===== src/rtl/dmau_pkg.sv =====
package dmau_pkg;
  typedef enum logic [2:0] {
    OP_PLAIN   = 3'd0,
    OP_POSTINC = 3'd1,
    OP_POSTDEC = 3'd2,
    OP_PREINC  = 3'd3,
    OP_OFFSET  = 3'd4
  } ind_op_e;
endpackage


===== src/rtl/dmau_direct.sv =====
module dmau_direct #(
  parameter int FILE_W  = 8,
  parameter int BANK_W  = 4,
  parameter int ACC_LOW = 96
) (
  input  logic [FILE_W-1:0]        file_fld,
  input  logic                     banked,
  input  logic [BANK_W-1:0]        bsr,
  output logic [FILE_W+BANK_W-1:0] addr
);
  localparam logic [FILE_W-1:0] SPLIT  = FILE_W'(ACC_LOW);
  localparam logic [BANK_W-1:0] TOP_BK = {BANK_W{1'b1}};

  always_comb begin
    if (banked) begin
      addr = {bsr, file_fld};
    end else if (file_fld < SPLIT) begin
      addr = {{BANK_W{1'b0}}, file_fld};
    end else begin
      addr = {TOP_BK, file_fld};
    end
  end
endmodule


===== src/rtl/dmau_ind_calc.sv =====
module dmau_ind_calc
  import dmau_pkg::*;
#(
  parameter int AW = 12,
  parameter int DW = 8
) (
  input  logic [AW-1:0] cur,
  input  logic [2:0]    op,
  input  logic [DW-1:0] off,
  output logic [AW-1:0] addr,
  output logic [AW-1:0] nxt,
  output logic          upd
);
  localparam int EXT = AW - DW;

  logic [AW-1:0] off_x;
  logic [AW-1:0] plus1;
  logic [AW-1:0] minus1;

  assign off_x  = {{EXT{off[DW-1]}}, off};
  assign plus1  = cur + AW'(1);
  assign minus1 = cur - AW'(1);

  always_comb begin
    addr = cur;
    nxt  = cur;
    upd  = 1'b0;
    case (op)
      OP_POSTINC: begin nxt = plus1;  upd = 1'b1; end
      OP_POSTDEC: begin nxt = minus1; upd = 1'b1; end
      OP_PREINC:  begin addr = plus1; nxt = plus1; upd = 1'b1; end
      OP_OFFSET:  addr = cur + off_x;
      default:    addr = cur;
    endcase
  end
endmodule


===== src/rtl/dmau_ptr_file.sv =====
module dmau_ptr_file #(
  parameter int NPTR  = 3,
  parameter int AW    = 12,
  parameter int IDX_W = 2
) (
  input  logic               clk,
  input  logic               rst_n,
  input  logic [NPTR-1:0]    upd_sel,
  input  logic [AW-1:0]      upd_val,
  input  logic               wr_en,
  input  logic [IDX_W-1:0]   wr_idx,
  input  logic [AW-1:0]      wr_val,
  output logic [NPTR*AW-1:0] ptr_q
);
  for (genvar g = 0; g < NPTR; g++) begin : g_ptr
    logic [AW-1:0] q;
    logic [AW-1:0] d;
    logic          en;

    always_comb begin
      d  = q;
      en = 1'b0;
      if (wr_en && (wr_idx == IDX_W'(g))) begin
        d  = wr_val;
        en = 1'b1;
      end else if (upd_sel[g]) begin
        d  = upd_val;
        en = 1'b1;
      end
    end

    always_ff @(posedge clk or negedge rst_n) begin
      if (!rst_n) begin
        q <= '0;
      end else if (en) begin
        q <= d;
      end
    end

    assign ptr_q[g*AW +: AW] = q;
  end
endmodule


===== src/rtl/dmem_addr_gen.sv =====
module dmem_addr_gen
  import dmau_pkg::*;
#(
  parameter int FILE_W  = 8,
  parameter int BANK_W  = 4,
  parameter int NPTR    = 3,
  parameter int ACC_LOW = 96,
  localparam int ADDR_W = FILE_W + BANK_W,
  localparam int IDX_W  = $clog2(NPTR)
) (
  input  logic                   clk,
  input  logic                   rst_n,
  input  logic                   acc_en,
  input  logic [FILE_W-1:0]      file_fld,
  input  logic                   bank_sel,
  input  logic                   ind_mode,
  input  logic [2:0]             ind_op,
  input  logic [IDX_W-1:0]       ptr_idx,
  input  logic [FILE_W-1:0]      wreg,
  input  logic                   bsr_wr,
  input  logic [BANK_W-1:0]      bsr_wval,
  input  logic                   ptr_wr,
  input  logic [IDX_W-1:0]       ptr_wr_idx,
  input  logic [ADDR_W-1:0]      ptr_wr_val,
  output logic [ADDR_W-1:0]      phys_addr,
  output logic [BANK_W-1:0]      bsr_q,
  output logic [NPTR*ADDR_W-1:0] ptr_q
);
  localparam logic [IDX_W-1:0] IDX_MAX = IDX_W'(NPTR - 1);

  logic [1:0]        rst_pipe;
  logic              rst_n_sync;
  logic [BANK_W-1:0] bsr_d;
  logic              bsr_en;
  logic [IDX_W-1:0]  idx_c;
  logic [ADDR_W-1:0] cur_ptr;
  logic [ADDR_W-1:0] dir_addr;
  logic [ADDR_W-1:0] ind_addr;
  logic [ADDR_W-1:0] ind_nxt;
  logic              ind_upd;
  logic [NPTR-1:0]   upd_sel;

  always_ff @(posedge clk or negedge rst_n) begin
    if (!rst_n) begin
      rst_pipe <= 2'b00;
    end else begin
      rst_pipe <= {rst_pipe[0], 1'b1};
    end
  end
  assign rst_n_sync = rst_pipe[1];

  always_comb begin
    bsr_en = bsr_wr;
    bsr_d  = bsr_wval;
  end

  always_ff @(posedge clk or negedge rst_n_sync) begin
    if (!rst_n_sync) begin
      bsr_q <= '0;
    end else if (bsr_en) begin
      bsr_q <= bsr_d;
    end
  end

  assign idx_c   = (ptr_idx > IDX_MAX) ? IDX_MAX : ptr_idx;
  assign cur_ptr = ptr_q[int'(idx_c)*ADDR_W +: ADDR_W];

  dmau_direct #(
    .FILE_W (FILE_W),
    .BANK_W (BANK_W),
    .ACC_LOW(ACC_LOW)
  ) i_direct (
    .file_fld(file_fld),
    .banked  (bank_sel),
    .bsr     (bsr_q),
    .addr    (dir_addr)
  );

  dmau_ind_calc #(
    .AW(ADDR_W),
    .DW(FILE_W)
  ) i_ind (
    .cur (cur_ptr),
    .op  (ind_op),
    .off (wreg),
    .addr(ind_addr),
    .nxt (ind_nxt),
    .upd (ind_upd)
  );

  always_comb begin
    for (int g = 0; g < NPTR; g++) begin
      upd_sel[g] = acc_en && ind_mode && ind_upd && (idx_c == IDX_W'(g));
    end
  end

  dmau_ptr_file #(
    .NPTR (NPTR),
    .AW   (ADDR_W),
    .IDX_W(IDX_W)
  ) i_ptrs (
    .clk    (clk),
    .rst_n  (rst_n_sync),
    .upd_sel(upd_sel),
    .upd_val(ind_nxt),
    .wr_en  (ptr_wr),
    .wr_idx (ptr_wr_idx),
    .wr_val (ptr_wr_val),
    .ptr_q  (ptr_q)
  );

  assign phys_addr = ind_mode ? ind_addr : dir_addr;
endmodule


===== config.mk =====
export PLATFORM = sky130hd
export DESIGN_NAME = dmem_addr_gen
export DESIGN_NICKNAME = d
export VERILOG_FILES = /design/src/rtl/dmau_pkg.sv /design/src/rtl/dmau_direct.sv /design/src/rtl/dmau_ind_calc.sv /design/src/rtl/dmau_ptr_file.sv /design/src/rtl/dmem_addr_gen.sv
export SDC_FILE = /design/constraint.sdc
export NUM_CORES = 1
export LEC_CHECK = 0
export BUFFER_PORTS_ARGS = -buffer_cell sky130_fd_sc_hd__clkbuf_2
export CORE_UTILIZATION = 40
export DETAILED_ROUTE_END_ITERATION = 8
export SLEW_MARGIN = 0
export SYNTH_ARGS = -nofsm -noshare
export SYNTH_HDL_FRONTEND = slang
export SYNTH_SLANG_ARGS = --single-unit

===== constraint.sdc =====
create_clock -name clk -period 8.7 [get_ports clk]
set_input_delay 1.74 -clock clk [delete_from_list [all_inputs] [get_ports clk]]
set_output_delay 1.74 -clock clk [all_outputs]
set_load 0.1 [all_outputs]

==> out/results.ini, run 1 <==
[critical_path]
path_buf_inv=4
crit_fanout=20
slowest_stage=mux2i_1
r2r_start=i_ptrs.g_ptr[1].q[0]$_DFFE_PN0P_
crit_family=buffers and inverters
critical_path_required_ns=6.96
r2r_slack_ns=5.75
r2r_cells=10
crit_chain=clkbuf_2 -> mux2_2 -> mux2i_1 -> inv_1 -> ha_1 -> inv_1 -> fa_1 -> nor2b_1 -> o31a_1 -> o21a_1 -> o211ai_1 -> and3_1 -> o21ai_0 -> a41oi_1 -> clkbuf_2
crit_arrival_ns=5.48
crit_type=primary input to output pin
cp-end-kind=output pin
setup.worst_path.start_class=primary input
cp_slowest_stage_delay_ns=0.49
r2r-end=i_ptrs.g_ptr[0].q[10]$_DFFE_PN0P_

[worst_hold_path]
hp-class=flop to asynchronous set/reset pin

[floorplan]
initial_core_util=0.417
design.core.area_sq_um=8810
die_w_microns=97.8
die_h_microns=97.8
rows=34
dieArea_sq_um=9570
io_pins=98

[synthesis]
synth_area_sq_um=3670
synthCells=470
async_reset_ff_frac=1.00
synth_edf_count=0
synth_cell_types=61
netlist_top_cells_area=dfrtp_1 29%, a21oi_1 6.7%, nand2_1 6.4%
ys_seq_area_frac=0.286
avgSynthCellArea_sq_um=7.82
netlist.area_leader.share=0.286
ys_seq_elements=42
dominantRegCellSynth=dfrtp_1
ys_warn_count=0
synth_area_leader_cell=dfrtp_1
synth_nets=530

[final_layout]
layout_commonest_cell=clkbuf_2
syn2layout_area_growth_pct=17.7
drive_above_1_share=0.236
n_antenna_cell=0
fillCellCount=903
nets=615
stdcell_count=664
mostFrequentLayoutCells=97 x clkbuf_2, 63 x nand2_1, 49 x a21oi_1
ff_latch_area_sq_um=1050
multiInputGateArea_sq_um=2480

[pwr]
p_leak_nw=1.88
power_density_nw_per_um2=245
vdd_drop_max_v=0.000138

[timing]
setup_tns_ns=0
drv_slew=0
max_slew_margin=0.505
worstMarginPinSlew_ns=0.741
setup_viol=0
max_freq_ghz=0.139
fin_crit_sh=0.830
rsz0062_at_grt=no
period_needed_ns=7.22
hold_viol=0
skew_ns=0.0116

[drt]
wl_per_cell_microns=17.3
ant_nets=0
vias=3901
viasPerCell=5.88
dr.pass1.iters=7
wirelength_microns=11500
drc_errors=14
drt-initial-drc-count=246

[clock_tree]
cts.sinks=42
clock_latency_ns=0.30
htree_levels=2
hold_buffers=0
clockRootBuffer=clkbuf_8
post_cts_resized=0
cts_tree=built
clk_pin_slew_ns=0.09
cts-buffers-inserted=5
post_cts_buffers=0
clockBufferDepth=2

[placement]
place_inst=656
gp_congestion=0.850
detailed_place_hpwl_microns=8860
portBuffers=97

[grt]
grt-ovfl-total=0
grt_use_total=0.240
antenna_found_initial=0
grt_pass1_vias=3652
grt_start_max_net_pins=41
grt_pass1_wl_microns=18700

[run_status]
violations=DRC
outcome=finished, violations left

[job]
drv_cap=0

logic make-up after synthesis:
logic type      count (synthesis)  share of synthesized area
compound gates                150                      0.254
xor+xnor                       18                     0.0429
fa+ha+maj                      14                     0.0497
buf+inv                        33                     0.0375
flops                          42                      0.286
mux                            27                     0.0766
other cells                     1                    0.00102
simple gates                  185                      0.252
where the power goes:
| part | leakage (nW) | internal [mW] | switching (mW) |
|---|---|---|---|
| combinational | 1.32 | 0.141 | 0.507 |
| sequential | 0.508 | 0.230 | 0.0387 |
| clock | 0.0478 | 0.0655 | 0.0751 |
through the flow:
step	utilization	power [mW]	setup WS (ns)	area, sq um	hold WS, ns
after detailed placement	0.480	0.917	1.48	4220	0.326
after global placement	0.480	0.912	1.60	4220	0.325
after CTS	0.491	1.06	1.47	4320	0.335
after global routing	0.491	1.11	1.18	4320	0.374
final	0.491	1.06	1.48	4320	0.310
after floorplan	-	0.795	1.24	3670	0.331
sequential cells by signal, indices dropped and copies added (netlist names):
| name | cells |
|---|---|
| bsr_q | 4 |
| i_ptrs.g_ptr.q | 36 |
| rst_pipe | 2 |
layer usage:
| layer | vias up | share of wire | track usage | routed length, microns |
|---|---|---|---|---|
| li1 | 1895 | - | - | - |
| met1 | 1832 | 0.48 | 0.349 | 5480 |
| met2 | 158 | 0.44 | 0.369 | 5060 |
| met3 | 16 | 0.066 | 0.0365 | 757 |
| met4 | 0 | 0.017 | 0.0618 | 193 |
| met5 | - | 0 | 0 | 0 |
cell usage after synthesis, drive strengths merged, types with 9 or more instances:
cell / n
o211ai: 9
clkbuf: 19
a31oi: 9
o21ai: 51
and3: 11
xnor2: 12
nand3: 18
nor2: 38
ha: 13
a21oi: 49
nor3: 16
mux2i: 18
dfrtp: 42
nand2: 64
mux2: 9
cell type report:
class                           count  area share
Clock inverter                      2     0.00376
Timing Repair Buffer              101       0.119
Tap cell                          108      0.0313
Inverter                           10     0.00868
Clock buffer                        6      0.0191
Sequential cell                    42       0.243
Multi-Input combinational cell    395       0.575
how the worst max path moves through the flow:
stage,start,endpoint,slack [ns],cells past startpoint
floorplan,ptr_idx[1],phys_addr[10],1.24,14
global placement,ptr_idx[0],phys_addr[10],1.60,15
detailed placement,ptr_idx[0],phys_addr[10],1.48,15
CTS,ptr_idx[0],phys_addr[10],1.47,15
global route,ptr_idx[0],phys_addr[10],1.18,15
finish,ptr_idx[0],phys_addr[10],1.48,15
No activity file was read; power rests on OpenSTA's default activity.
==> run 2, diff against run 1 <==
--- a/config.mk
+++ b/config.mk
@@ -5,9 +5,11 @@
 export SDC_FILE = /design/constraint.sdc
 export NUM_CORES = 1
 export LEC_CHECK = 0
+export ABC_AREA = 1
 export BUFFER_PORTS_ARGS = -buffer_cell sky130_fd_sc_hd__clkbuf_2
 export CORE_UTILIZATION = 40
 export DETAILED_ROUTE_END_ITERATION = 8
+export PLACE_DENSITY = 0.65
 export SLEW_MARGIN = 0
 export SYNTH_ARGS = -nofsm -noshare
 export SYNTH_HDL_FRONTEND = slang
==> constraint.sdc (replaced) <==
create_clock -name clk -period 6.1 [get_ports clk]
set_input_delay 1.22 -clock clk [delete_from_list [all_inputs] [get_ports clk]]
set_output_delay 1.22 -clock clk [all_outputs]
set_load 0.1 [all_outputs]
==> run 2 against run 1 <==
- the flow now finishes without violations
- highest routed layer unchanged
- clock power increased by 37%
- core utilization decreased by 0.83 points
- design area increased by 9.1%
- critical path type unchanged
- area after synthesis increased by 9.8%
- first-iteration DRC count decreased by 17%
- largest power group unchanged
- die area increased by 9.6%
- clock skew decreased by 0.0018 ns
- count of clock-buffer cells in the layout unchanged
==> out/results.ini, run 2 <==
[run_status]
outcome=completed

[grt]
grtUsageMet1=0.328
grt_start_max_net_pins=31
busiest_layer=met2
grt_pass1_wl_microns=20400
grt_use_total=0.253
grt_pass1_vias=4249
grt-ovfl-total=0
grtUsageMet2=0.430
antenna_found_initial=0
grt_use_met3=0.0321

[critical_path]
critical_path_required_ns=4.88
crit_fanout=16
setup.worst_path.start_class=primary input
crit_type=primary input to output pin
crit_arrival_ns=4.12
cp-end-kind=output pin

[final_layout]
layout_commonest_cell=nand2_1
largest_reg_flops=36
largestRegisters=i_ptrs.g_ptr.q x36, bsr_q x4, rst_pipe x2
fin_area_sq_um=4720
drive_above_1_share=0.237
top_register=i_ptrs.g_ptr.q
syn2layout_area_growth_pct=17.0
finalCoreUtilization=0.483
n_antenna_cell=0
mostFrequentLayoutCells=183 x nand2_1, 97 x inv_1, 97 x clkbuf_2
nets=782

[placement]
detailed_place_hpwl_microns=10100
gp_congestion=0.916
pre_cts_slack_ns=0.782
postPlaceCellArea_sq_um=4620
portBuffers=97

[floorplan]
initial_core_util=0.413
die_h_microns=102
dieArea_sq_um=10500
die_w_microns=102
design.core.area_sq_um=9770
rows=36
io_pins=98

[drt]
viasPerCell=5.30
wl_per_cell_microns=14.9
dr.pass1.iters=5
wirelength_microns=12800
drc_errors=0
ant_nets=0
drt-initial-drc-count=203
vias=4537

[worst_hold_path]
hp-class=flop to asynchronous set/reset pin

[synthesis]
synth_area_sq_um=4030
avgSynthCellArea_sq_um=6.42
yosysMostFrequentCell=nand2_1
ys_warn_count=0
synth_area_leader_cell=dfrtp_1
async_reset_ff_frac=1.00
synthTopCellsByCount=183 x nand2_1, 97 x inv_1, 69 x nand3_1, 42 x dfrtp_1, 35 x o21ai_0
netlist.area_leader.share=0.261
dominantRegCellSynth=dfrtp_1
netlist_top_cells_area=dfrtp_1 26%, nand2_1 17%, inv_1 9.0%
synth_cell_types=41
synth_nets=688
ys_seq_elements=42
ys_seq_area_frac=0.261
synthCells=628
synth_edf_count=0

[clock_tree]
clockRootBuffer=clkbuf_8
cts.sinks=42
post_cts_buffers=0
cts_tree=built
htree_levels=2
clk_pin_slew_ns=0.09
clock_latency_ns=0.30
post_cts_resized=0
clockBufferDepth=2
cts-buffers-inserted=5
hold_buffers=0

[timing]
fin_crit_sh=0.875
setup_tns_ns=0
max_slew_margin=0.463
worstMarginPinSlew_ns=0.803
skew_ns=0.00983
hold_viol=0
drv_slew=0
period_needed_ns=5.34
max_freq_ghz=0.187
setup_viol=0
setup_slack_ns=0.764
rsz0062_at_grt=no

[pwr]
p_comb_frac=0.636
vdd_drop_max_v=0.000263
p_leak_nw=2.62
power_density_nw_per_um2=329
clock_power_share=0.124
seqPwrFrac=0.240
p_switching_uw=934
internal-power_uw=616
sw_frac_of_total=0.603

[job]
drv_cap=0

==> run 2: power by group through the flow <==
stage | Sequential [mW] | Combinational (mW) | Clock (mW)
after global placement | 0.375 | 0.970 | 0
after global routing | 0.377 | 1.05 | 0.208
after detailed placement | 0.376 | 0.978 | 0
after CTS | 0.371 | 0.981 | 0.194
after floorplan | 0.725 | 0.446 | 0
final | 0.372 | 0.986 | 0.193
==> run 2: final timing paths <==
| path | end | slack [ns] | start | depth (start not counted) |
|---|---|---|---|---|
| worst min-delay path | i_ptrs.g_ptr[2].q[11]$_DFFE_PN0P_ | 0.18 | rst_pipe[1]$_DFF_PN0_ | 0 |
| min in group clk | rst_pipe[1]$_DFF_PN0_ | 0.35 | rst_pipe[0]$_DFF_PN0_ | 0 |
| max in group asynchronous | i_ptrs.g_ptr[0].q[2]$_DFFE_PN0P_ | 5.16 | rst_pipe[1]$_DFF_PN0_ | 1 |
| worst max register to register | i_ptrs.g_ptr[2].q[8]$_DFFE_PN0P_ | 4.03 | i_ptrs.g_ptr[2].q[0]$_DFFE_PN0P_ | 11 |
| worst min register to register | i_ptrs.g_ptr[2].q[11]$_DFFE_PN0P_ | 0.18 | rst_pipe[1]$_DFF_PN0_ | 0 |
| worst max-delay path | phys_addr[8] | 0.76 | ptr_idx[1] | 17 |
==> run 2: final cells by class <==
| cell class | instances | area [sq um] |
|---|---|---|
| Inverter | 109 | 409 |
| Multi-Input combinational cell | 465 | 2490 |
| Tap cell | 133 | 166 |
| Sequential cell | 42 | 1050 |
| Fill cell | 1028 | 5060 |
| Clock inverter | 2 | 12.5 |
| Timing Repair Buffer | 99 | 500 |
| Clock buffer | 6 | 82.6 |
==> run 2: logic make-up after synthesis <==
logic type | count (synthesis) | synth area share
and+or+nand+nor | 348 | 0.421
adders and majority gates | 14 | 0.0453
other | 1 | 0.000930
DFF | 42 | 0.261
buffers and inverters | 121 | 0.121
AOI/OAI and AO/OA | 100 | 0.147
xor gates and xnor gates | 2 | 0.00434
==> run 2: through the flow <==
step	total power [mW]	hold slack (ns)	cells
after floorplan	1.17	0.331	628
after global placement	1.34	0.180	848
after detailed placement	1.35	0.181	848
after CTS	1.55	0.188	856
after global routing	1.64	0.222	856
final	1.55	0.175	856
==> run 2: critical path, stage by stage <==
cell and delay (ns):
clkbuf_2 0.30, nor2_4 0.48, nand2_2 0.12, nand3_4 0.18, ha_1 0.19, inv_1 0.05, fa_1 0.40, inv_1 0.11
nand2_1 0.06, nand2_1 0.11, nand3_1 0.10, nand3_1 0.09, nand3_1 0.07, nand3_1 0.09, nand2_1 0.06, inv_1 0.05
clkbuf_2 0.44
==> run 2: routing by layer <==
| metal | part of all wire | wire, microns |
|---|---|---|
| met5 | 0 | 0 |
| met4 | 0.022 | 281 |
| met3 | 0.071 | 913 |
| met2 | 0.46 | 5840 |
| met1 | 0.45 | 5740 |
==> run 3, diff against run 2 <==
--- a/config.mk
+++ b/config.mk
@@ -5,11 +5,11 @@
 export SDC_FILE = /design/constraint.sdc
 export NUM_CORES = 1
 export LEC_CHECK = 0
-export ABC_AREA = 1
 export BUFFER_PORTS_ARGS = -buffer_cell sky130_fd_sc_hd__clkbuf_2
+export CORE_MARGIN = 1.5
 export CORE_UTILIZATION = 40
 export DETAILED_ROUTE_END_ITERATION = 8
-export PLACE_DENSITY = 0.65
+export PLACE_DENSITY = 0.66
 export SLEW_MARGIN = 0
 export SYNTH_ARGS = -nofsm -noshare
 export SYNTH_HDL_FRONTEND = slang
==> run 3 against run 2 <==
- the flow now finishes with violations (DRC)
- clock skew fell by 0.0019 ns
- design area fell by 5.4%
- first-iteration DRC count is 3.9% lower
- critical path type unchanged
- core utilization up 2.4 points
- worst setup slack worse by 0.13 ns
- largest cell class unchanged
- sequential cell count unchanged
==> out/results.ini, run 3 (synthesis results as in run 1) <==
[run_status]
outcome=finished, violations left
violations=DRC

[critical_path]
path_buf_inv=4
r2r_cells=11
crit_family=compound AO/OA/AOI/OAI gates
cp-end-kind=output pin
crit_arrival_ns=4.25
setup.worst_path.start_class=primary input
cp_slowest_stage_delay_ns=0.38
slowest_stage=o41a_1
crit_type=primary input to output pin
crit_fanout=18
r2r_slack_ns=3.30
r2r_start=i_ptrs.g_ptr[1].q[0]$_DFFE_PN0P_
r2r-end=i_ptrs.g_ptr[1].q[10]$_DFFE_PN0P_
critical_path_required_ns=4.88
crit_chain=clkbuf_2 -> buf_4 -> mux2i_1 -> o21a_1 -> clkinv_1 -> ha_1 -> a21oi_1 -> o22ai_1 -> o41a_1 -> a31oi_1 -> xnor2_1 -> nand2_1 -> a31oi_2 -> buf_12

[placement]
detailed_place_hpwl_microns=9060
portBuffers=97
place_inst=663
gp_congestion=0.915

[floorplan]
io_pins=98
die_h_microns=98.8
initial_core_util=0.417
design.core.area_sq_um=8810
rows=34
dieArea_sq_um=9770
die_w_microns=98.8

[grt]
antenna_found_initial=0
grt_use_total=0.236
grt_pass1_vias=3714
grt-ovfl-total=0
grt_pass1_wl_microns=18600
grt_start_max_net_pins=41

[timing]
drv_slew=0
max_freq_ghz=0.183
fin_crit_sh=0.897
setup_tns_ns=0
rsz0062_at_grt=no
hold_slack_ns=0.309
hold_viol=0
max_slew_margin=0.537
worstMarginPinSlew_ns=0.693
period_needed_ns=5.47
skew_ns=0.00798
setup_viol=0

[final_layout]
top_register=i_ptrs.g_ptr.q
layout_commonest_cell=clkbuf_2
largestRegisters=i_ptrs.g_ptr.q x36, bsr_q x4, rst_pipe x2
largest_reg_flops=36
fillCellCount=867
mostFrequentLayoutCells=92 x clkbuf_2, 63 x nand2_1, 48 x a21oi_1
drive_above_1_share=0.250
syn2layout_area_growth_pct=21.5
finalCoreUtilization=0.507
stdcell_count=671
nets=622
n_antenna_cell=0

[job]
drv_cap=0

[drt]
viasPerCell=5.99
wirelength_microns=11600
dr.pass1.iters=7
drt-initial-drc-count=195
wl_per_cell_microns=17.3
drc_errors=6
ant_nets=0
vias=4020

[clock_tree]
htree_levels=2
cts-buffers-inserted=5
cts.sinks=42
clk_pin_slew_ns=0.08
clock_latency_ns=0.30
hold_buffers=0
post_cts_buffers=0
cts_tree=built
clockBufferDepth=2
clockRootBuffer=clkbuf_8
post_cts_resized=0

[pwr]
power_density_nw_per_um2=342
vdd_drop_max_v=0.000239
p_leak_nw=1.94

[worst_hold_path]
hp-class=flop to asynchronous set/reset pin

run 3: changes by cell type in the layout (fill, tap and decap cells not counted), moves of 10 or more:
| cell | delta |
|---|---|
| inv_1 | -91 |
| nor3_1 | +11 |
| a21oi_1 | +25 |
| nand3_1 | -52 |
| inv_2 | -10 |
| mux2i_1 | +18 |
| xnor2_1 | +12 |
| and3_1 | +11 |
| nor2_2 | -11 |
| nand2_1 | -120 |
| nand3_2 | -13 |
run 3: through the flow:
step                      total power, mW  cell area (sq um)  worst slack (ns)
after floorplan                      1.14               3700           0.00988
after global placement               1.33               4380             0.780
after detailed placement             1.34               4380             0.701
after CTS                            1.52               4460             0.693
after global routing                 1.60               4460             0.460
final                                1.53               4460             0.630
run 3: per-layer routing:
metal  up-vias  wire [microns]  global-route usage
met1      1904            5190               0.325
met5         -               0                   0
li1       1900               -                   -
met3        15             913              0.0433
met4         0             122              0.0516
met2       201            5380               0.388
run 3: report_power, final:
group,internal [mW],switching (mW),leakage [nW]
sequential,0.328,0.0557,0.508
clock,0.0808,0.0991,0.0452
combinational,0.227,0.735,1.39
run 3: layout make-up:
cell class | instances | area [sq um] | area share
Tap cell | 108 | 135 | 0.0303
Multi-Input combinational cell | 395 | 2510 | 0.562
Clock inverter | 2 | 13.8 | 0.00308
Inverter | 10 | 37.5 | 0.00841
Sequential cell | 42 | 1050 | 0.236
Timing Repair Buffer | 108 | 643 | 0.144
Clock buffer | 6 | 72.6 | 0.0163
run 3: worst max path at each step:
stage,depth (start not counted),end,slack [ns],startpoint
after floorplan,10,phys_addr[9],0.01,ptr_idx[1]
after global placement,13,phys_addr[10],0.78,ptr_idx[0]
after detailed placement,14,phys_addr[11],0.70,ptr_idx[0]
after CTS,14,phys_addr[11],0.69,ptr_idx[0]
after global routing,13,phys_addr[8],0.46,ptr_idx[0]
final,14,phys_addr[11],0.63,ptr_idx[0]
